--- config.mk ---
export PLATFORM = sky130hd
export DESIGN_NAME = pulse_accum
export DESIGN_NICKNAME = d
export VERILOG_FILES = /design/src/rtl/pulse_accum_pkg.sv /design/src/rtl/pulse_accum_pin.sv /design/src/rtl/pulse_accum_rate.sv /design/src/rtl/pulse_accum_core.sv /design/src/rtl/pulse_accum.sv
export SDC_FILE = /design/constraint.sdc
export NUM_CORES = 1
export LEC_CHECK = 0
export CORE_UTILIZATION = 30
export CTS_BUF_LIST = sky130_fd_sc_hd__clkbuf_4 sky130_fd_sc_hd__clkbuf_8
export CTS_CLUSTER_SIZE = 10
export DETAILED_ROUTE_END_ITERATION = 7
export PLACE_DENSITY = 0.54
export SLEW_MARGIN = 10
export SYNTH_ARGS = -nofsm -noshare
export SYNTH_HDL_FRONTEND = slang
export SYNTH_SLANG_ARGS = --single-unit
--- constraint.sdc ---
create_clock -name clk -period 2.6 [get_ports clk]
set_input_delay 0.52 -clock clk [delete_from_list [all_inputs] [get_ports clk]]
set_output_delay 0.52 -clock clk [all_outputs]
set_load 0.01 [all_outputs]
--- src/rtl/pulse_accum_pkg.sv ---
// Package: shared register addresses and the control register layout.
// Assumes the register port is two address bits wide.
package pulse_accum_pkg;

    localparam logic [1:0] ADDR_CTRL  = 2'd0;
    localparam logic [1:0] ADDR_FLAG  = 2'd1;
    localparam logic [1:0] ADDR_COUNT = 2'd2;

    localparam int FLAG_EDGE_BIT = 0;
    localparam int FLAG_OVF_BIT  = 1;

    typedef enum logic [1:0] {
        RATE_EXT   = 2'd0,
        RATE_CLK   = 2'd1,
        RATE_DIV_A = 2'd2,
        RATE_DIV_B = 2'd3
    } rate_e;

    // Bits 6..0 of the control register, MSB first.
    typedef struct packed {
        logic  en;
        logic  gated;
        logic  pol;
        rate_e rate;
        logic  ovf_ie;
        logic  edge_ie;
    } ctrl_t;

endpackage

--- src/rtl/pulse_accum_pin.sv ---
// Pin conditioner: synchronizes the asynchronous input through a flop chain
// and reports the stable level plus one-cycle rise and fall pulses.
// Assumes the input holds each level for at least one clock period.
module pulse_accum_pin #(
    parameter int SYNC_STAGES = 2
) (
    input  logic clk,
    input  logic rst_n,
    input  logic pin_in,
    output logic level,
    output logic rise,
    output logic fall
);
    logic [SYNC_STAGES-1:0] chain_q;
    logic                   prev_q;

    // Shift the raw pin through the synchronizer chain.
    generate
        if (SYNC_STAGES == 1) begin : g_single
            always_ff @(posedge clk) begin
                if (!rst_n) chain_q <= '0;
                else        chain_q <= pin_in;
            end
        end else begin : g_chain
            always_ff @(posedge clk) begin
                if (!rst_n) chain_q <= '0;
                else        chain_q <= {chain_q[SYNC_STAGES-2:0], pin_in};
            end
        end
    endgenerate

    // Keep the previous synchronized sample for edge comparison.
    always_ff @(posedge clk) begin
        if (!rst_n) prev_q <= 1'b0;
        else        prev_q <= chain_q[SYNC_STAGES-1];
    end

    // Derive level and single-cycle edge pulses.
    always_comb begin
        level = chain_q[SYNC_STAGES-1];
        rise  = level & ~prev_q;
        fall  = ~level & prev_q;
    end
endmodule

--- src/rtl/pulse_accum_rate.sv ---
// Time-base selector: picks the external strobe, every clock, or one of two
// power-of-two divisions of the clock. The divider is held at zero while
// run is low, so its phase starts at the enabling write.
// Assumes DIV_A_LOG2 < DIV_B_LOG2 and DIV_A_LOG2 >= 1.
module pulse_accum_rate
    import pulse_accum_pkg::*;
#(
    parameter int DIV_A_LOG2 = 8,
    parameter int DIV_B_LOG2 = 16
) (
    input  logic  clk,
    input  logic  rst_n,
    input  logic  run,
    input  rate_e sel,
    input  logic  ext_tick,
    output logic  tick
);
    logic [DIV_B_LOG2-1:0] div_q;
    logic                  tick_a;
    logic                  tick_b;

    // Free-running divider, cleared whenever the block is idle.
    always_ff @(posedge clk) begin
        if (!rst_n || !run) div_q <= '0;
        else                div_q <= div_q + 1'b1;
    end

    // Terminal counts of the short and long divisions.
    always_comb begin
        tick_a = &div_q[DIV_A_LOG2-1:0];
        tick_b = &div_q;
    end

    // Route the selected source to the output.
    always_comb begin
        unique case (sel)
            RATE_EXT:   tick = ext_tick;
            RATE_CLK:   tick = 1'b1;
            RATE_DIV_A: tick = tick_a;
            RATE_DIV_B: tick = tick_b;
            default:    tick = 1'b0;
        endcase
    end
endmodule

--- src/rtl/pulse_accum_core.sv ---
// Counter core: a CNT_W-bit accumulator with software load and wrap report.
// A load in the same cycle as a step wins; wrap pulses only on a real
// all-ones to zero increment.
module pulse_accum_core #(
    parameter int CNT_W = 16
) (
    input  logic             clk,
    input  logic             rst_n,
    input  logic             step,
    input  logic             load,
    input  logic [CNT_W-1:0] load_val,
    output logic [CNT_W-1:0] cnt_q,
    output logic             wrap
);
    // Flag the increment that rolls the counter over.
    always_comb begin
        wrap = step & ~load & (&cnt_q);
    end

    // Update the accumulator: load first, then increment.
    always_ff @(posedge clk) begin
        if (!rst_n)    cnt_q <= '0;
        else if (load) cnt_q <= load_val;
        else if (step) cnt_q <= cnt_q + 1'b1;
    end
endmodule

--- src/rtl/pulse_accum.sv ---
// Pulse accumulator top: register port, mode logic and flags.
// Event mode counts the polarity-selected pin edge; gated mode counts the
// selected time base while the pin is at its active level. The edge that
// sets the edge flag is the same in both modes. Assumes single-cycle writes.
module pulse_accum
    import pulse_accum_pkg::*;
#(
    parameter int DATA_W      = 16,
    parameter int CNT_W       = 16,
    parameter int SYNC_STAGES = 2,
    parameter int DIV_A_LOG2  = 8,
    parameter int DIV_B_LOG2  = 16
) (
    input  logic              clk,
    input  logic              rst_n,
    input  logic              wr_en,
    input  logic [1:0]        addr,
    input  logic [DATA_W-1:0] wr_data,
    output logic [DATA_W-1:0] rd_data,
    input  logic              pin_in,
    input  logic              presc_tick,
    output logic              irq_edge,
    output logic              irq_ovf
);
    localparam int CTRL_W = $bits(ctrl_t);

    ctrl_t            ctrl_q;
    logic             edge_flag_q;
    logic             ovf_flag_q;
    logic             level, rise, fall;
    logic             rate_tick;
    logic             edge_hit, gate_on, step, edge_set;
    logic             wr_ctrl, wr_flag, wr_count;
    logic [CNT_W-1:0] cnt_q;
    logic             wrap;
    logic             ctl_en;

    pulse_accum_pin #(.SYNC_STAGES(SYNC_STAGES)) i_pin (
        .clk    (clk),
        .rst_n  (rst_n),
        .pin_in (pin_in),
        .level  (level),
        .rise   (rise),
        .fall   (fall)
    );

    pulse_accum_rate #(.DIV_A_LOG2(DIV_A_LOG2), .DIV_B_LOG2(DIV_B_LOG2)) i_rate (
        .clk      (clk),
        .rst_n    (rst_n),
        .run      (ctrl_q.en),
        .sel      (ctrl_q.rate),
        .ext_tick (presc_tick),
        .tick     (rate_tick)
    );

    pulse_accum_core #(.CNT_W(CNT_W)) i_core (
        .clk      (clk),
        .rst_n    (rst_n),
        .step     (step),
        .load     (wr_count),
        .load_val (wr_data[CNT_W-1:0]),
        .cnt_q    (cnt_q),
        .wrap     (wrap)
    );

    // Decode register writes.
    always_comb begin
        wr_ctrl  = wr_en && (addr == ADDR_CTRL);
        wr_flag  = wr_en && (addr == ADDR_FLAG);
        wr_count = wr_en && (addr == ADDR_COUNT);
        ctl_en   = ctrl_q.en;
    end

    // Mode logic: choose the counted edge, the gate level and the step.
    always_comb begin
        edge_hit = ctrl_q.pol ? rise : fall;
        gate_on  = ctrl_q.pol ? ~level : level;
        step     = ctrl_q.en & (ctrl_q.gated ? (gate_on & rate_tick) : edge_hit);
        edge_set = ctrl_q.en & edge_hit;
    end

    // Control register: seven stored bits, the top bit is dropped.
    always_ff @(posedge clk) begin
        if (!rst_n)       ctrl_q <= '0;
        else if (wr_ctrl) ctrl_q <= ctrl_t'(wr_data[CTRL_W-1:0]);
    end

    // Flags: hardware set beats a write-one clear in the same cycle.
    always_ff @(posedge clk) begin
        if (!rst_n) begin
            edge_flag_q <= 1'b0;
            ovf_flag_q  <= 1'b0;
        end else begin
            edge_flag_q <= edge_set | (edge_flag_q & ~(wr_flag & wr_data[FLAG_EDGE_BIT]));
            ovf_flag_q  <= wrap     | (ovf_flag_q  & ~(wr_flag & wr_data[FLAG_OVF_BIT]));
        end
    end

    // Read multiplexer, zero-extended to the data width.
    always_comb begin
        rd_data = '0;
        unique case (addr)
            ADDR_CTRL:  rd_data[CTRL_W-1:0]   = ctrl_q;
            ADDR_FLAG:  begin
                rd_data[FLAG_EDGE_BIT] = edge_flag_q;
                rd_data[FLAG_OVF_BIT]  = ovf_flag_q;
            end
            ADDR_COUNT: rd_data[CNT_W-1:0]    = cnt_q;
            default:    rd_data = '0;
        endcase
    end

    // Interrupt outputs gated by their enables.
    always_comb begin
        irq_edge = ctrl_q.edge_ie & edge_flag_q;
        irq_ovf  = ctrl_q.ovf_ie  & ovf_flag_q;
    end
endmodule

==> metrics.md, run 1 <==
| Metric | Value |
|---|---|
| Worst-path clk slew | 0.08 ns |
| Post-synth top area cell | dfxtp_1 |
| Lkg Pwr | 1.00 nW |
| Setup WS pre-CTS | 0.0668 ns |
| Post-synth EDFFs | 0 |
| Pin count of the biggest net entering global routing | 24 |
| First-pass GRT wire length | around 9400 microns |
| Post-synthesis mux area share | 0.0609 |
| CTS Buf Count | 5 |
| # DRC | 0 |
| Die width | approximately 90 microns |
| R2R Setup Slk | between 0.4 and 0.5 ns |
| Ports | 41 |
| M1 GR Usage | 0.219 |
| Total negative setup slack | 0 ns |
| Clock Skews | about 0.011 ns |
| Power per standard cell area | ~460 mW/mm^2 |
| H-tree lvl count | 2 |
| Vias | about 2,100 |
| Worst flop-to-flop path endpoint | ovf_flag_q |
| WP data arrival | 1.98 ns |
| Measured slew at the worst slew-check pin | 0.730 ns |
| Met2 Track Usage GR | 0.232 |
| CP Max Fanout | 12 |
| CTS tree | built |
| FMAX | approximately 0.40 GHz |
| RSZ-0062 raised after global routing | no |
| Maximum clock path buffer count | 2 |
| Slowest-stage cell, CP | clkdlybuf4s50_1 |
| Final slew viol count | 0 |
| Die ar. | around 0.008 sq mm |
| Worst Setup End Kind | output port |
| Synth Register Bits | between 40 and 50 |
| Gr usage total | 0.154 |
| Ant diodes | 0 |
| Worst hold path stage count | 1 |
| Hold_sp | i_pin.chain_q[0] |
| CTS sink cnt | 44 |
| Hold buffer count at CTS | 0 |
| Critical path required time | between 2 and 2.5 ns |
| # port buffers | 40 |
| Area Growth Syn to Fin | 29.2% |
| Post-route ant nets | 0 |
| Initial Util | 0.314 |
| Outcome | finished, final reports clean |
| Worst setup SP type | input pin |
| MaxCap Viol Count | 0 |
| Worst-Skew Late Latency | around 0.30 ns |
| Initial antenna violation count | 0 |
| Fin. Hold Viols | 0 |
| Reg-to-reg startpoint | i_rate.div_q[0] |
| Kind of critical path | in -> out |
| Grt ovf | 0 |
| Setup violators final | 0 |
| Fraction of layout cells with a size suffix above 1 | 0.0714 |
| Root Driver | clkbuf_8 |
| Post-CTS setup buffer count | 0 |
| Final WS setup | 0.0952 ns |
| Vias in the first global route | roughly 1,900 |
| Yosys warnings | 0 |
| CP Cell Sequence | clkdlybuf4s50_1 -> nor2b_1 -> buf_4 -> nand2_1 -> o21ai_0 -> clkdlybuf4s50_1 |
| Initial drt markers | 90 |
| Top post-synthesis cells by count | dfxtp_1 (44), nor2_1 (34), nand3_1 (22) |
| Placed insts | 413 |
| Register area share after synthesis | 0.383 |
| Top post-synthesis cells by area | dfxtp_1 (38%), mux2i_1 (6.1%), nor2_1 (5.5%) |
| WL final | a little under 6000 microns |
| Peak supply drop | ~0.00022 V |
| Slew Limit Headroom | 0.509 |
| Most frequent CP cell | clkdlybuf4s50_1 |
| Row count | 31 |
| Adder-cell share of the synthesized area | 0.0109 |
| Most Crowded Layer GR | met2 |
| Die height | roughly 90 microns |
| Cell Area, Synth | ~0.0023 sq mm |
| R2R depth | 7 |
| Simple-gate share of the synthesized area | 0.292 |
| Mapped Cells | 277 |
| Yosys top cell area share | 0.383 |
| Period utilisation layout | 0.963 |
| Post-synth ARST share | 0 |
| Final GP Congestion | between 0.7 and 0.8 |
| Post-detail-place hpwl | between 4000 and 5000 microns |
| Routing usage on met3 | 0.0332 |
| Routed wire length per instance | 13.8 microns |
| Compound-Gate Fraction of Synth Area | 0.163 |
| WHS Endpoint | i_pin.chain_q[1] |
| Largest family of logic cells by synthesized area | simple AND/OR/NAND/NOR gates |
| Top FF cell, synth | dfxtp_1 |
| Min Tclk post-route | 2.50 ns |
| Synth Area in XOR/XNOR | 0.0571 |
| Yosys cell types | a little over 40 |
| Avg Cell Area, Syn | 8.30 sq um |
| Drt first pass iters | 4 |
| Non-filler cells, final | between 400 and 500 |
| Core area | 0.00733 sq mm |
| Count leader, synth | dfxtp_1 |
| Post-synth net total | ~300 |
| Min-delay worst type | reg -> reg |
| DR vias/cell | approximately 5.0 |
| CP max stage delay | between 0.5 and 0.6 ns |
| Total Nets Final | 346 |
==> flip-flops by register name, indices dropped and copies added, names as in the netlist <==
register,cells
ctl_en,1
ctrl_q,6
edge_flag_q,1
i_core.cnt_q,16
i_pin.chain_q,2
i_pin.prev_q,1
i_rate.div_q,16
ovf_flag_q,1
==> area by class of cell <==
class                           instances  area (sq um)
Fill cell                             758          4360
Timing Repair Buffer                   51           498
Clock buffer                            6          76.3
Sequential cell                        44           881
Clock inverter                          2          35.0
Multi-Input combinational cell        215          1340
Tap cell                               99           124
Inverter                                4          15.0
==> metrics by stage <==
step | util | power (mW) | instance area [sq um] | hold slack, ns
floorplan | - | 0.786 | 2300 | 0.412
global placement | 0.390 | 0.864 | 2860 | 0.418
detailed placement | 0.390 | 0.864 | 2860 | 0.431
CTS | 0.405 | 1.40 | 2970 | 0.451
global route | 0.405 | 1.44 | 2970 | 0.468
finish | 0.405 | 1.38 | 2970 | 0.444
==> logic make-up after synthesis <==
group | after synthesis
fa+ha+maj | 2
compound gates | 54
xor+xnor | 15
simple gates | 130
buf+inv | 18
mux | 14
flops | 44
==> cell usage in the layout (no fill, tap or decap), drive strengths merged, types with 4 or more instances in the layout <==
master	instances
a31oi	9
o31ai	6
or4	6
mux2i	14
and3	6
a21oi	4
o211ai	4
o311ai	9
and2	16
xnor2	6
nor2	35
clkbuf	6
clkdlybuf4s50	39
nand2	20
nor3	4
buf	11
dfxtp	44
o21ai	16
xor2	9
inv	4
nand4	9
nand3	22
==> report_power, final <==
part	internal [mW]	leakage [nW]	switching (mW)
Sequential	0.690	0.357	0.0204
Combinational	0.0742	0.589	0.0638
Clock	0.296	0.0586	0.237
==> repair_timing <==
action                     4_1_cts  5_1_grt
gates resized for setup          0        1
hold endpoints to repair         0        0
setup endpoints to repair        0        1
==> critical path, delay by kind of cell <==
family | cells | cell delay, ns
buf+inv | 3 | 1.19
simple gates | 2 | 0.19
compound gates | 1 | 0.08
==> worst max path at each step <==
stage | startpoint | end | slack, ns | cells after the start
2_1_floorplan | i_rate.div_q[0] | ovf_flag_q | 0.73 | 7
3_3_place_gp | addr[1] | rd_data[0] | 0.1 | 6
3_5_place_dp | addr[1] | rd_data[0] | 0.07 | 6
4_1_cts | addr[1] | rd_data[0] | 0.06 | 6
5_1_grt | addr[1] | rd_data[1] | 0.02 | 6
6_report | addr[1] | rd_data[1] | 0.1 | 6
==> layer usage <==
| layer | vias up | part of all wire |
|---|---|---|
| li1 | 1095 | - |
| met4 | 0 | 0.0096 |
| met5 | - | 0 |
| met3 | 4 | 0.030 |
| met1 | 981 | 0.53 |
| met2 | 37 | 0.43 |
No activity file was read; power rests on OpenSTA's default activity.
==> run 2: changes to the inputs <==
--- a/config.mk
+++ b/config.mk
@@ -5,11 +5,12 @@
 export SDC_FILE = /design/constraint.sdc
 export NUM_CORES = 1
 export LEC_CHECK = 0
-export CORE_UTILIZATION = 30
+export CAP_MARGIN = 20
+export CORE_UTILIZATION = 54
 export CTS_BUF_LIST = sky130_fd_sc_hd__clkbuf_4 sky130_fd_sc_hd__clkbuf_8
 export CTS_CLUSTER_SIZE = 10
 export DETAILED_ROUTE_END_ITERATION = 7
-export PLACE_DENSITY = 0.54
+export PLACE_DENSITY = 0.86
 export SLEW_MARGIN = 10
 export SYNTH_ARGS = -nofsm -noshare
 export SYNTH_HDL_FRONTEND = slang
==> metrics.md, run 2 (synthesized netlist as in run 1, its figures left out) <==
| Metric | Value |
|---|---|
| Grt ovf | 0 (unchanged) |
| Total negative setup slack | 0 ns (unchanged) |
| Vias in the first global route | 2,107 (+10%) |
| Period utilisation layout | 0.963 (about the same) |
| First-pass GRT wire length | 9450 microns (+0.66%) |
| H-tree lvl count | 2 (unchanged) |
| Routed wire length per instance | 15.6 microns (+13%) |
| Measured slew at the worst slew-check pin | 0.753 ns (+0.0227 ns) |
| WL final | 5840 microns (+0.53%) |
| Drt first pass iters | 4 (unchanged) |
| Total Nets Final | 347 (+0.29%) |
| Commonest cells after routing, fill and taps aside | dfxtp_1 (44), clkdlybuf4s50_1 (38), nor2_1 (34) |
| Die ar. | 0.00452 sq mm (-44%) |
| Root Driver | clkbuf_8 |
| CTS Buf Count | 5 (unchanged) |
| FF/Latch Area | 881 sq um (unchanged) |
| Final slew viol count | 0 (unchanged) |
| DR vias/cell | 6.04 (+20%) |
| Ports | 41 (unchanged) |
| Setup violators final | 0 (unchanged) |
| FMAX | 0.399 GHz (about the same) |
| Min Tclk post-route | 2.50 ns (+0.0000626 ns) |
| Pin count of the biggest net entering global routing | 24 (unchanged) |
| Ant diodes | 0 (unchanged) |
| Critical path required time | 2.08 ns (about the same) |
| Initial Util | 0.567 (+0.253) |
| Row count | 23 (-26%) |
| Fin. Hold Viols | 0 (unchanged) |
| Die height | 67.3 microns (-25%) |
| MaxCap Viol Count | 0 (unchanged) |
| Min-delay worst type | reg -> reg |
| Design Power | 1.41 mW (+1.8%) |
| Kind of critical path | in -> out |
| Post-detail-place hpwl | 4050 microns (-1.5%) |
| Multi-input gate area | 0.00134 sq mm (+0.19%) |
| Core area | 0.00406 sq mm (-45%) |
| Commonest non-fill, non-tap cell in the layout | dfxtp_1 |
| Area Growth Syn to Fin | 26.9% |
| Gr usage total | 0.277 (+0.123) |
| CP Max Fanout | 11 (-1) |
| # DRC | 0 (unchanged) |
| Worst-path clk slew | 0.08 ns (about the same) |
| Biggest regs | i_core.cnt_q (16), i_rate.div_q (16), ctrl_q (6) |
| Final instance area | 0.00292 sq mm (-1.7%) |
| Post-route ant nets | 0 (unchanged) |
| Final GP Congestion | 0.820 (+9.1%) |
| Post-DP Area | 0.00278 sq mm (-2.6%) |
| Maximum clock path buffer count | 2 (unchanged) |
| Worst Setup End Kind | output port |
| Worst-Skew Late Latency | 0.30 ns (about the same) |
| CTS sink cnt | 44 (unchanged) |
| CTS tree | built |
| Outcome | finished, final reports clean |
| Slew Limit Headroom | 0.493 (-0.0153) |
| Fill cells | 314 (-59%) |
| Vias | 2,252 (+6.4%) |
| Worst setup SP type | input pin |
| Die width | 67.3 microns (-25%) |
| Peak supply drop | 0.000404 V (+83%) |
| Lkg Pwr | 1.03 nW (+2.3%) |
| # port buffers | 40 (unchanged) |
| Fraction of layout cells with a size suffix above 1 | 0.0774 (+0.00597) |
| Initial drt markers | 269 (+200%) |
| Initial antenna violation count | 0 (unchanged) |
| Power per standard cell area | 482 mW/mm^2 (+3.6%) |
| RSZ-0062 raised after global routing | no |
| Clock Skews | 0.00659 ns (-0.00448 ns) |
| WP data arrival | 1.98 ns (about the same) |
[run 2: path summary, 6_finish.rpt]
kind | from | end | slack [ns] | cells after the start
max | addr[1] | rd_data[11] | 0.1 | 5
min | i_pin.chain_q[0] | i_pin.chain_q[1] | 0.44 | 1
max reg2reg | i_rate.div_q[0] | i_core.cnt_q[9] | 0.43 | 7
min reg2reg | i_pin.chain_q[0] | i_pin.chain_q[1] | 0.44 | 1
[run 2: where the power goes]
group          leakage (nW)  total (mW)  internal [mW]  switching [mW]
logic                 0.609       0.137         0.0733          0.0638
registers             0.357       0.711          0.690          0.0210
clock network        0.0614       0.559          0.314           0.244
[run 2: worst max-delay path, cell delays in order]
cell and delay (ns):
clkdlybuf4s50_1 0.47, nor2b_2 0.16, buf_4 0.17, and2_1 0.13, clkdlybuf4s50_1 0.53
[run 2: what timing repair did]
action / in CTS / in global routing
gates resized for setup: 0 / 3
setup buffers: 0 / 1
hold buffers: 0 / 0
endpoints found under the setup margin: 0 / 7
[run 2: area by class of cell]
| type | instances | area share |
|---|---|---|
| repair buffers | 52 | 0.170 |
| clock buffers | 6 | 0.0283 |
| flip-flops and latches | 44 | 0.302 |
| inverters | 4 | 0.00514 |
| well taps | 50 | 0.0214 |
| multi-input cells | 215 | 0.460 |
| clock inverters | 2 | 0.0133 |
[run 2: routing by layer]
layer | track usage | part of all wire | vias to the layer above
met2 | 0.448 | 0.46 | 89
met3 | 0.0541 | 0.081 | 7
li1 | - | - | 1104
met1 | 0.362 | 0.44 | 1052
met5 | 0 | 0 | -
met4 | 0.104 | 0.015 | 0
[run 2: per-stage QoR]
step | std cells | hold slack (ns) | utilization | setup slack, ns
6_report | 373 | 0.443 | 0.719 | 0.0952
5_1_grt | 373 | 0.481 | 0.719 | 0.0403
4_1_cts | 372 | 0.445 | 0.716 | 0.00981
3_5_place_dp | 364 | 0.425 | 0.686 | 0.0226
3_3_place_gp | 364 | 0.416 | 0.686 | 0.0670
2_1_floorplan | 277 | 0.412 | - | 0.734
